File: src/rtl/sbus_uart_pkg.sv
package sbus_uart_pkg;

  // Word offsets decoded on the bus.
  localparam int unsigned DATA_OFS = 0;
  localparam int unsigned FLAG_OFS = 1;

  // Character width of the serial frame.
  localparam int unsigned CHAR_W = 8;

  typedef enum logic [2:0] {
    RX_IDLE,
    RX_START,
    RX_DATA,
    RX_STOP,
    RX_BREAK
  } rx_state_e;

endpackage

File: src/rtl/uart_tx_shift.sv
module uart_tx_shift #(
  parameter int unsigned CLKS_PER_BIT = 16,
  parameter int unsigned CHAR_W       = 8
) (
  input  logic              clk,
  input  logic              rst,
  input  logic              start,
  input  logic [CHAR_W-1:0] din,
  output logic              txd,
  output logic              busy
);
  localparam int unsigned CW   = $clog2(CLKS_PER_BIT);
  localparam int unsigned IW   = $clog2(CHAR_W + 2);
  localparam int unsigned LAST = CHAR_W + 1;

  logic [CW-1:0]   cnt;
  logic [IW-1:0]   idx;
  logic [CHAR_W:0] frame;

  always_ff @(posedge clk) begin
    if (rst) begin
      busy  <= 1'b0;
      txd   <= 1'b1;
      cnt   <= '0;
      idx   <= '0;
      frame <= '1;
    end else if (!busy) begin
      txd <= 1'b1;
      if (start) begin
        busy  <= 1'b1;
        txd   <= 1'b0;
        frame <= {1'b1, din};
        cnt   <= '0;
        idx   <= '0;
      end
    end else if (cnt == CW'(CLKS_PER_BIT - 1)) begin
      cnt <= '0;
      if (idx == IW'(LAST)) begin
        busy <= 1'b0;
        txd  <= 1'b1;
      end else begin
        txd   <= frame[0];
        frame <= {1'b1, frame[CHAR_W:1]};
        idx   <= idx + 1'b1;
      end
    end else begin
      cnt <= cnt + 1'b1;
    end
  end

endmodule

File: src/rtl/uart_rx_sample.sv
module uart_rx_sample
  import sbus_uart_pkg::*;
#(
  parameter int unsigned CLKS_PER_BIT = 16,
  parameter int unsigned CHAR_W       = 8,
  parameter int unsigned SYNC_STAGES  = 2
) (
  input  logic              clk,
  input  logic              rst,
  input  logic              rxd,
  output logic              valid,
  output logic [CHAR_W-1:0] dout
);
  localparam int unsigned CW   = $clog2(CLKS_PER_BIT);
  localparam int unsigned IW   = $clog2(CHAR_W);
  localparam int unsigned HALF = CLKS_PER_BIT / 2;

  logic [SYNC_STAGES-1:0] sync_q;
  logic                   line;
  rx_state_e              state;
  logic [CW-1:0]          cnt;
  logic [IW-1:0]          idx;
  logic [CHAR_W-1:0]      shreg;

  always_ff @(posedge clk) begin
    if (rst) sync_q <= '1;
    else     sync_q <= {sync_q[SYNC_STAGES-2:0], rxd};
  end
  assign line = sync_q[SYNC_STAGES-1];

  always_ff @(posedge clk) begin
    if (rst) begin
      state <= RX_IDLE;
      cnt   <= '0;
      idx   <= '0;
      shreg <= '0;
      valid <= 1'b0;
      dout  <= '0;
    end else begin
      valid <= 1'b0;
      unique case (state)
        RX_IDLE: begin
          cnt <= '0;
          if (!line) state <= RX_START;
        end
        RX_START: begin
          if (cnt == CW'(HALF - 1)) begin
            cnt   <= '0;
            idx   <= '0;
            state <= line ? RX_IDLE : RX_DATA;
          end else begin
            cnt <= cnt + 1'b1;
          end
        end
        RX_DATA: begin
          if (cnt == CW'(CLKS_PER_BIT - 1)) begin
            cnt   <= '0;
            shreg <= {line, shreg[CHAR_W-1:1]};
            if (idx == IW'(CHAR_W - 1)) state <= RX_STOP;
            else                        idx   <= idx + 1'b1;
          end else begin
            cnt <= cnt + 1'b1;
          end
        end
        RX_STOP: begin
          if (cnt == CW'(CLKS_PER_BIT - 1)) begin
            cnt <= '0;
            if (line) begin
              valid <= 1'b1;
              dout  <= shreg;
              state <= RX_IDLE;
            end else begin
              state <= RX_BREAK;
            end
          end else begin
            cnt <= cnt + 1'b1;
          end
        end
        RX_BREAK: begin
          if (line) state <= RX_IDLE;
        end
        default: state <= RX_IDLE;
      endcase
    end
  end

endmodule

File: src/rtl/sbus_uart.sv
module sbus_uart
  import sbus_uart_pkg::*;
#(
  parameter int unsigned CLKS_PER_BIT = 16,
  parameter int unsigned ADDR_W       = 2,
  parameter int unsigned DATA_W       = 32,
  parameter int unsigned SYNC_STAGES  = 2
) (
  input  logic                 clk,
  input  logic                 rst,
  input  logic                 wb_cyc_i,
  input  logic                 wb_stb_i,
  input  logic                 wb_we_i,
  input  logic [ADDR_W-1:0]    wb_adr_i,
  input  logic [DATA_W-1:0]    wb_dat_i,
  input  logic [DATA_W/8-1:0]  wb_sel_i,
  output logic [DATA_W-1:0]    wb_dat_o,
  output logic                 wb_ack_o,
  input  logic                 uart_rx_i,
  output logic                 uart_tx_o,
  output logic                 irq_o
);
  localparam int unsigned SEL_W = DATA_W / 8;

  logic              req;
  logic              data_hit;
  logic              wr_data_hit;
  logic              rd_data_hit;
  logic              tx_busy;
  logic              tx_empty;
  logic              rx_valid;
  logic [CHAR_W-1:0] rx_char;
  logic [CHAR_W-1:0] rx_hold;
  logic              rx_full;
  logic              unused_bits;

  assign req         = wb_cyc_i && wb_stb_i && !wb_ack_o;
  assign data_hit    = (wb_adr_i == ADDR_W'(DATA_OFS));
  assign wr_data_hit = req && wb_we_i && data_hit && wb_sel_i[0];
  assign rd_data_hit = req && !wb_we_i && data_hit;
  assign unused_bits = ^{wb_dat_i[DATA_W-1:CHAR_W], wb_sel_i[SEL_W-1:1]};

  uart_tx_shift #(
    .CLKS_PER_BIT(CLKS_PER_BIT),
    .CHAR_W      (CHAR_W)
  ) u_tx (
    .clk  (clk),
    .rst  (rst),
    .start(wr_data_hit),
    .din  (wb_dat_i[CHAR_W-1:0]),
    .txd  (uart_tx_o),
    .busy (tx_busy)
  );

  uart_rx_sample #(
    .CLKS_PER_BIT(CLKS_PER_BIT),
    .CHAR_W      (CHAR_W),
    .SYNC_STAGES (SYNC_STAGES)
  ) u_rx (
    .clk  (clk),
    .rst  (rst),
    .rxd  (uart_rx_i),
    .valid(rx_valid),
    .dout (rx_char)
  );

  assign tx_empty = !tx_busy;

  // Receive holding slot: a new character always wins over a clearing load.
  always_ff @(posedge clk) begin
    if (rst) begin
      rx_full <= 1'b0;
      rx_hold <= '0;
    end else if (rx_valid) begin
      rx_full <= 1'b1;
      rx_hold <= rx_char;
    end else if (rd_data_hit) begin
      rx_full <= 1'b0;
    end
  end

  always_ff @(posedge clk) begin
    if (rst) begin
      wb_ack_o <= 1'b0;
      wb_dat_o <= '0;
    end else begin
      wb_ack_o <= req;
      wb_dat_o <= '0;
      if (req && !wb_we_i) begin
        if (data_hit)
          wb_dat_o <= DATA_W'(rx_hold);
        else if (wb_adr_i == ADDR_W'(FLAG_OFS))
          wb_dat_o <= DATA_W'({tx_empty, rx_full});
      end
    end
  end

  assign irq_o = rx_full || tx_empty;

endmodule

File: config.mk
export PLATFORM = sky130hd
export DESIGN_NAME = sbus_uart
export DESIGN_NICKNAME = d
export VERILOG_FILES = /design/src/rtl/sbus_uart_pkg.sv /design/src/rtl/uart_tx_shift.sv /design/src/rtl/uart_rx_sample.sv /design/src/rtl/sbus_uart.sv
export SDC_FILE = /design/constraint.sdc
export NUM_CORES = 1
export LEC_CHECK = 0
export BUFFER_PORTS_ARGS = -buffer_cell sky130_fd_sc_hd__buf_2
export CAP_MARGIN = 20
export CORE_ASPECT_RATIO = 1.25
export CORE_MARGIN = 4
export CORE_UTILIZATION = 50
export CTS_BUF_LIST = sky130_fd_sc_hd__clkbuf_8
export DETAILED_ROUTE_END_ITERATION = 16
export GPL_ROUTABILITY_DRIVEN = 0
export PLACE_DENSITY = 0.83
export SYNTH_ARGS = -nofsm -noshare
export SYNTH_HDL_FRONTEND = slang
export SYNTH_HIERARCHICAL = 1
export SYNTH_SLANG_ARGS = --single-unit
File: constraint.sdc
create_clock -name clk -period 1.8 [get_ports clk]
set_clock_uncertainty 0.05 [all_clocks]
set_input_delay 0.09 -clock clk [delete_from_list [all_inputs] [get_ports clk]]
set_output_delay 0.09 -clock clk [all_outputs]
set_load 0.01 [all_outputs]
==> metrics.csv, run 1 <==
metric,value,unit
number of core rows,32,
status,completed,
CP max stage cell,dfxtp_1,
DRC Markers,0,
min cycle time layout,1.66,ns
CP Max Fanout,5,
WL per Instance,13.2,um
critical path's top delay family,simple AND/OR/NAND/NOR gates,
worst-path cell chain,nand4bb_1 -> nor2_2 -> nor2_2 -> buf_4 -> a211oi_1 -> o32ai_1,
fin crit share,92.3,%
max-slew violation count,0,
Die H,97.2,um
Post-synth EDFFs,0,
crit-path most repeated cell,nor2_2,
Sequential Area,1300,um2
ratio of cells with drive above 1 in the final layout,18.7,%
hpwl dp,3910,um
Num CTS Buffers,9,
largest net degree at the start of global routing,34,
Pwr Total,3.00,mW
Congestion Overflow GR,0,
busiest layer in global routing,met2,
WP buf/inv,1,
Worst-path clk slew,0.08,ns
CP required,1.96,ns
initial core utilization,51.6,%
area occupied by multi-input gates,1620,um2
Setup-failing EPs final,0,
library cells used by synthesis,58,
DRT iter0 DRCs,168,
clock sinks,65,
DR pass1 iterations,4,
Core ar.,6170,um2
sequential-to-total area share from yosys stat,40.9,%
Crit Path Class,reg2reg,
# port buffers,27,
clock latency on the worst-skew pair,0.34,ns
Synth top area share,40.9,%
Pleak,1.37,nW
Post-Syn Instances,341,
htree depth,3,
setup TNS,0,ns
Yosys top cell by area,dfxtp_1,
Synth Area in XOR/XNOR,0,%
Seq cells post-synth,65,
Antenna diodes,0,
Worst-Margin Slew,0.538,ns
final wirelength,6110,um
vias in the first global route,2334,
Pwr Density,830,nW/um2
CP Launch Type,flop,
CTS tree,yes,
global-route wire length before repair,10500,um
max cap viols,0,
GR Layer Usage met3,4.55,%
Post-Syn Area,3180,um2
total die area,7710,um2
top area cells in the synthesized netlist,"dfxtp_1, mux2i_1, buf_4",
largest family of logic cells by synthesized area,simple AND/OR/NAND/NOR gates,
Antenna Nets Post-Route,0,
fillcell total,536,
simple-gate share of the synthesized area,25.5,%
Synth Area in Adders,2.36,%
synth warn,6,
I/O pins,79,
VDD IR max,0.406,mV
CP endpoint kind,flop,
GR Util met2,28.2,%
initial antenna violation count,0,
compound-gate portion of the synthesized area,11.5,%
Slew headroom,64.1,%
worst hold slack,0.0422,ns
vias,2465,
Fin. Hold Viols,0,
RSZ-0062 raised after global routing,false,
Layout Area Growth over Synthesis,13.7,%
gr usage total,16.8,%
nets@finish,424,
fraction of registers with async set/reset,0,%
setup bufs post-CTS,0,
met1 Use GR,19.8,%
mux share of post-synthesis cell area,8.82,%
Clk Tree Root Cell,clkbuf_8,
Vias/cell,5.31,
fmax,0.602,GHz
Mapped Avg Cell Area,9.32,um2
worst hold path class,in2reg,
Critical Path Max Stage Delay,0.33,ns
WP data arrival,1.82,ns
maximum buffer depth of the clock tree,2,
DIE WIDTH,79.3,um
Synth Flop Type,dfxtp_1,
flip-flops by register name, summed over array words and instances, names as in the netlist:
| register | count |
|---|---|
| rx_hold | 8 |
| u_rx/state | 3 |
| rx_full | 1 |
| u_rx/cnt | 4 |
| u_tx/cnt | 4 |
| u_tx/idx | 4 |
| u_rx/idx | 3 |
| u_rx/dout | 8 |
| wb_ack_o | 1 |
| u_tx/txd | 1 |
| u_rx/sync_q | 2 |
| wb_dat_o | 8 |
| u_tx/busy | 1 |
| u_tx/frame | 8 |
| u_rx/valid | 1 |
| u_rx/shreg | 8 |
Yosys cell counts, types with 3 or more instances:
cell      count
nor2_1       23
or2_2         3
nand2b_1     25
nor4b_1       5
buf_4        28
inv_1         5
nand2_1       6
a21oi_1      15
a31oi_1       3
a211oi_1      9
buf_6         3
mux2i_1      28
dfxtp_1      65
nor3b_1       3
nand3b_1      5
nand4_1       6
clkbuf_1      9
ha_1          6
o21ai_0      14
buf_2         8
nand3_1      14
and2_1        7
nor3_1        7
cell type report:
cell class                 instances  share of cell area [%]
multi-input combinational        244                    44.9
sequential                        65                    36.0
tap                               85                    2.94
inverter                           6                   0.623
timing repair buffer              48                    9.21
clock buffer                       9                    3.43
clock inverter                     7                    2.84
per-stage QoR:
step	util, %	std cells	area, um2	setup slack (ns)
5_1_grt	58.6	464	3610	0.00774
2_1_floorplan	-	364	3270	0.149
4_1_cts	58.5	464	3610	0.0832
3_3_place_gp	53.1	437	3270	0.166
3_5_place_dp	53.1	437	3270	0.143
6_report	58.6	464	3610	0.139
worst paths after layout:
path,start,end,slack (ns),cells past startpoint
worst max register to register,wb_ack_o$_SDFF_PP0_,u_tx/idx[1]$_SDFFE_PP0P_,0.14,6
worst min register to register,u_rx/sync_q[0]$_SDFF_PP1_,u_rx/sync_q[1]$_SDFF_PP1_,0.36,1
worst min-delay path,wb_adr_i[0],wb_dat_o[5]$_SDFF_PP0_,0.04,2
worst max-delay path,wb_ack_o$_SDFF_PP0_,u_tx/idx[1]$_SDFFE_PP0P_,0.14,6
cells by family (layout without fill, tap and decap cells):
logic type                 Yosys count  after routing
DFF                                 65             65
and+or+nand+nor                    130            130
muxes                               28             28
other                                1             24
buffers and inverters               55             70
AOI/OAI and AO/OA                   56             56
adders and majority gates            6              6
placed cells by master (no fill, tap or decap), types with 3 or more instances in the layout:
cell type / n
dfxtp_1: 65
mux2i_1: 28
buf_2: 27
nand2b_1: 25
conb_1: 24
nor2_1: 22
a21oi_1: 15
nand3_1: 14
o21ai_0: 14
dlygate4sd3_1: 11
clkbuf_8: 9
buf_4: 9
a211oi_1: 9
nor3_1: 7
and2_1: 7
nand2_1: 6
nand4_1: 6
ha_1: 6
nand3b_1: 5
nor4b_1: 5
inv_1: 5
nor3b_1: 3
or2_2: 3
a31oi_1: 3
routing by layer:
metal | wire length [um] | part of all wire (%) | vias up
met5 | 0 | 0 | -
met4 | 125 | 2.0 | 0
met3 | 214 | 3.5 | 11
met2 | 3150 | 51 | 48
met1 | 2630 | 43 | 1174
li1 | - | - | 1232
repair_timing:
item | in CTS | in global routing
hold buffers | 11 | 0
hold endpoints to repair | 10 | 0
resized for setup | 0 | 2
endpoints found under the setup margin | 0 | 9
where the power goes:
group	internal [mW]	switching (mW)
Combinational	0.0663	0.0892
Clock	0.793	0.596
Sequential	1.45	0.00794
(Power assumes the default switching activity.)
==> run 2, diff against run 1 <==
--- a/config.mk
+++ b/config.mk
@@ -13,6 +13,7 @@
 export CTS_BUF_LIST = sky130_fd_sc_hd__clkbuf_8
 export DETAILED_ROUTE_END_ITERATION = 16
 export GPL_ROUTABILITY_DRIVEN = 0
+export GPL_TIMING_DRIVEN = 0
 export PLACE_DENSITY = 0.83
 export SYNTH_ARGS = -nofsm -noshare
 export SYNTH_HDL_FRONTEND = slang
==> run 2 against run 1 <==
Cell count up 8.0%. Non-clock buffer count grew 38. Worst setup slack improved by 0.011 ns. Sequential power is essentially flat. Routed wire length rose by 5.8%. Sequential cell count unchanged. Count of clock-buffer cells in the layout increased by 1. Power up 0.42%. Sequential share of layout area fell by 2.1 points. Die area stayed put. Critical path depth is 1 higher. Register-to-register slack about the same. Largest cell class unchanged.
==> metrics.csv, run 2 (synthesis gave the netlist of run 1 again) <==
metric,value,unit
status,completed,
initial antenna violation count,0,
met1 Use GR,21.9,%
# port buffers,27,
clock latency on the worst-skew pair,0.34,ns
Clk Tree Root Cell,clkbuf_8,
CP max stage cell,dfxtp_1,
I/O pins,79,
CP required,1.96,ns
Num CTS Buffers,9,
ratio of cells with drive above 1 in the final layout,23.3,%
Core ar.,6170,um2
fillcell total,548,
GR Layer Usage met3,5.19,%
worst-path cell chain,nand4bb_1 -> buf_4 -> nor2_4 -> nor2_4 -> a211o_1 -> buf_6 -> mux2i_1,
fmax,0.606,GHz
largest net degree at the start of global routing,12,
Pleak,1.54,nW
worst hold slack,0.0235,ns
maximum buffer depth of the clock tree,2,
CTS tree,yes,
final wirelength,6470,um
max-slew violation count,0,
Worst-path clk slew,0.07,ns
busiest layer in global routing,met2,
min cycle time layout,1.65,ns
"reg-to-reg slack, setup",0.15,ns
Sequential Area,1300,um2
CP endpoint kind,flop,
CP Launch Type,flop,
max cap viols,0,
hpwl dp,4420,um
Vias/cell,5.16,
Slew headroom,58.9,%
number of core rows,32,
DIE WIDTH,79.3,um
Antenna diodes,0,
clock sinks,65,
Crit Path Class,reg2reg,
VDD IR max,0.416,mV
area occupied by multi-input gates,1630,um2
crit-path most repeated cell,nor2_4,
vias in the first global route,2503,
most frequent cells in the layout,"dfxtp_1, buf_2, buf_4, mux2i_1, nand2b_1",
global-route wire length before repair,11200,um
Layout Area Growth over Synthesis,20.7,%
DRC Markers,0,
total die area,7710,um2
GR Util met2,29.3,%
Fin. Hold Viols,0,
Pwr Density,784,nW/um2
"most common cell after layout, fill and taps aside",dfxtp_1,
WL per Instance,12.9,um
DRT iter0 DRCs,127,
RSZ-0062 raised after global routing,false,
worst hold path class,in2reg,
CP Max Fanout,10,
fin crit share,91.7,%
Antenna Nets Post-Route,0,
WP data arrival,1.81,ns
gr usage total,18.0,%
nets@finish,462,
setup bufs post-CTS,0,
vias,2583,
Setup-failing EPs final,0,
Worst-Margin Slew,0.607,ns
Critical Path Max Stage Delay,0.32,ns
DR pass1 iterations,4,
initial core utilization,51.6,%
Congestion Overflow GR,0,
Die H,97.2,um
setup TNS,0,ns
htree depth,3,
run 2: cell count changes in the layout (fill, tap and decap cells not counted), moves of 2 or more:
cell	delta
buf_6	+3
inv_6	-2
buf_2	+8
clkbuf_1	+9
buf_4	+19
nor2_2	-2
nor2_4	+2
run 2: critical path, delay by kind of cell (launching register included):
kind | cells | cell delay (ns)
buffers and inverters | 2 | 0.34
muxes | 1 | 0.12
AOI/OAI and AO/OA | 1 | 0.28
and+or+nand+nor | 3 | 0.40
DFF | 1 | 0.32
run 2: metal layers:
metal / wire length (um) / share of wire (%)
met4: 144 / 2.2
met3: 272 / 4.2
met2: 3160 / 49
met1: 2900 / 45
met5: 0 / 0
run 2: cell type report:
class | instances | area share [%]
buffer | 49 | 8.38
clock buffer | 10 | 3.59
clock inverter | 5 | 2.12
inverter | 6 | 0.587
multi-input combinational | 244 | 42.5
sequential | 65 | 33.9
tap | 85 | 2.77
timing repair buffer | 37 | 6.13
run 2: final timing paths:
path,startpoint,to,cells after the start
hold / removal,wb_dat_i[1],u_tx/frame[1]$_SDFFE_PP1P_,3
hold reg to reg,u_rx/sync_q[0]$_SDFF_PP1_,u_rx/sync_q[1]$_SDFF_PP1_,1
setup reg to reg,wb_ack_o$_SDFF_PP0_,u_tx/frame[1]$_SDFFE_PP1P_,7
setup / recovery,wb_ack_o$_SDFF_PP0_,u_tx/frame[1]$_SDFFE_PP1P_,7
run 2: timing repair:
action	in CTS	in global routing
hold buffers	10	0
setup endpoints to repair	0	9
gates resized for setup	0	3
hold endpoints to repair	9	0
run 2: stage by stage:
step | worst slack, ns | util [%] | std cells | power [mW] | instance area [um2]
6_report | 0.150 | 62.3 | 501 | 3.01 | 3840
3_5_place_dp | 0.0623 | 56.9 | 476 | 1.66 | 3510
5_1_grt | 0.0158 | 62.3 | 501 | 3.13 | 3840
2_1_floorplan | 0.149 | - | 364 | 1.62 | 3270
3_3_place_gp | 0.0702 | 56.9 | 476 | 1.66 | 3510
4_1_cts | 0.0418 | 62.1 | 501 | 3.04 | 3830
run 2: power breakdown:
part           internal [mW]  total, mW  switching, mW  leakage, nW
Clock                  0.809       1.35          0.545        0.114
Combinational         0.0995      0.204          0.105        0.897
Sequential              1.45       1.45        0.00569        0.525
Total                   2.36       3.01          0.655         1.54
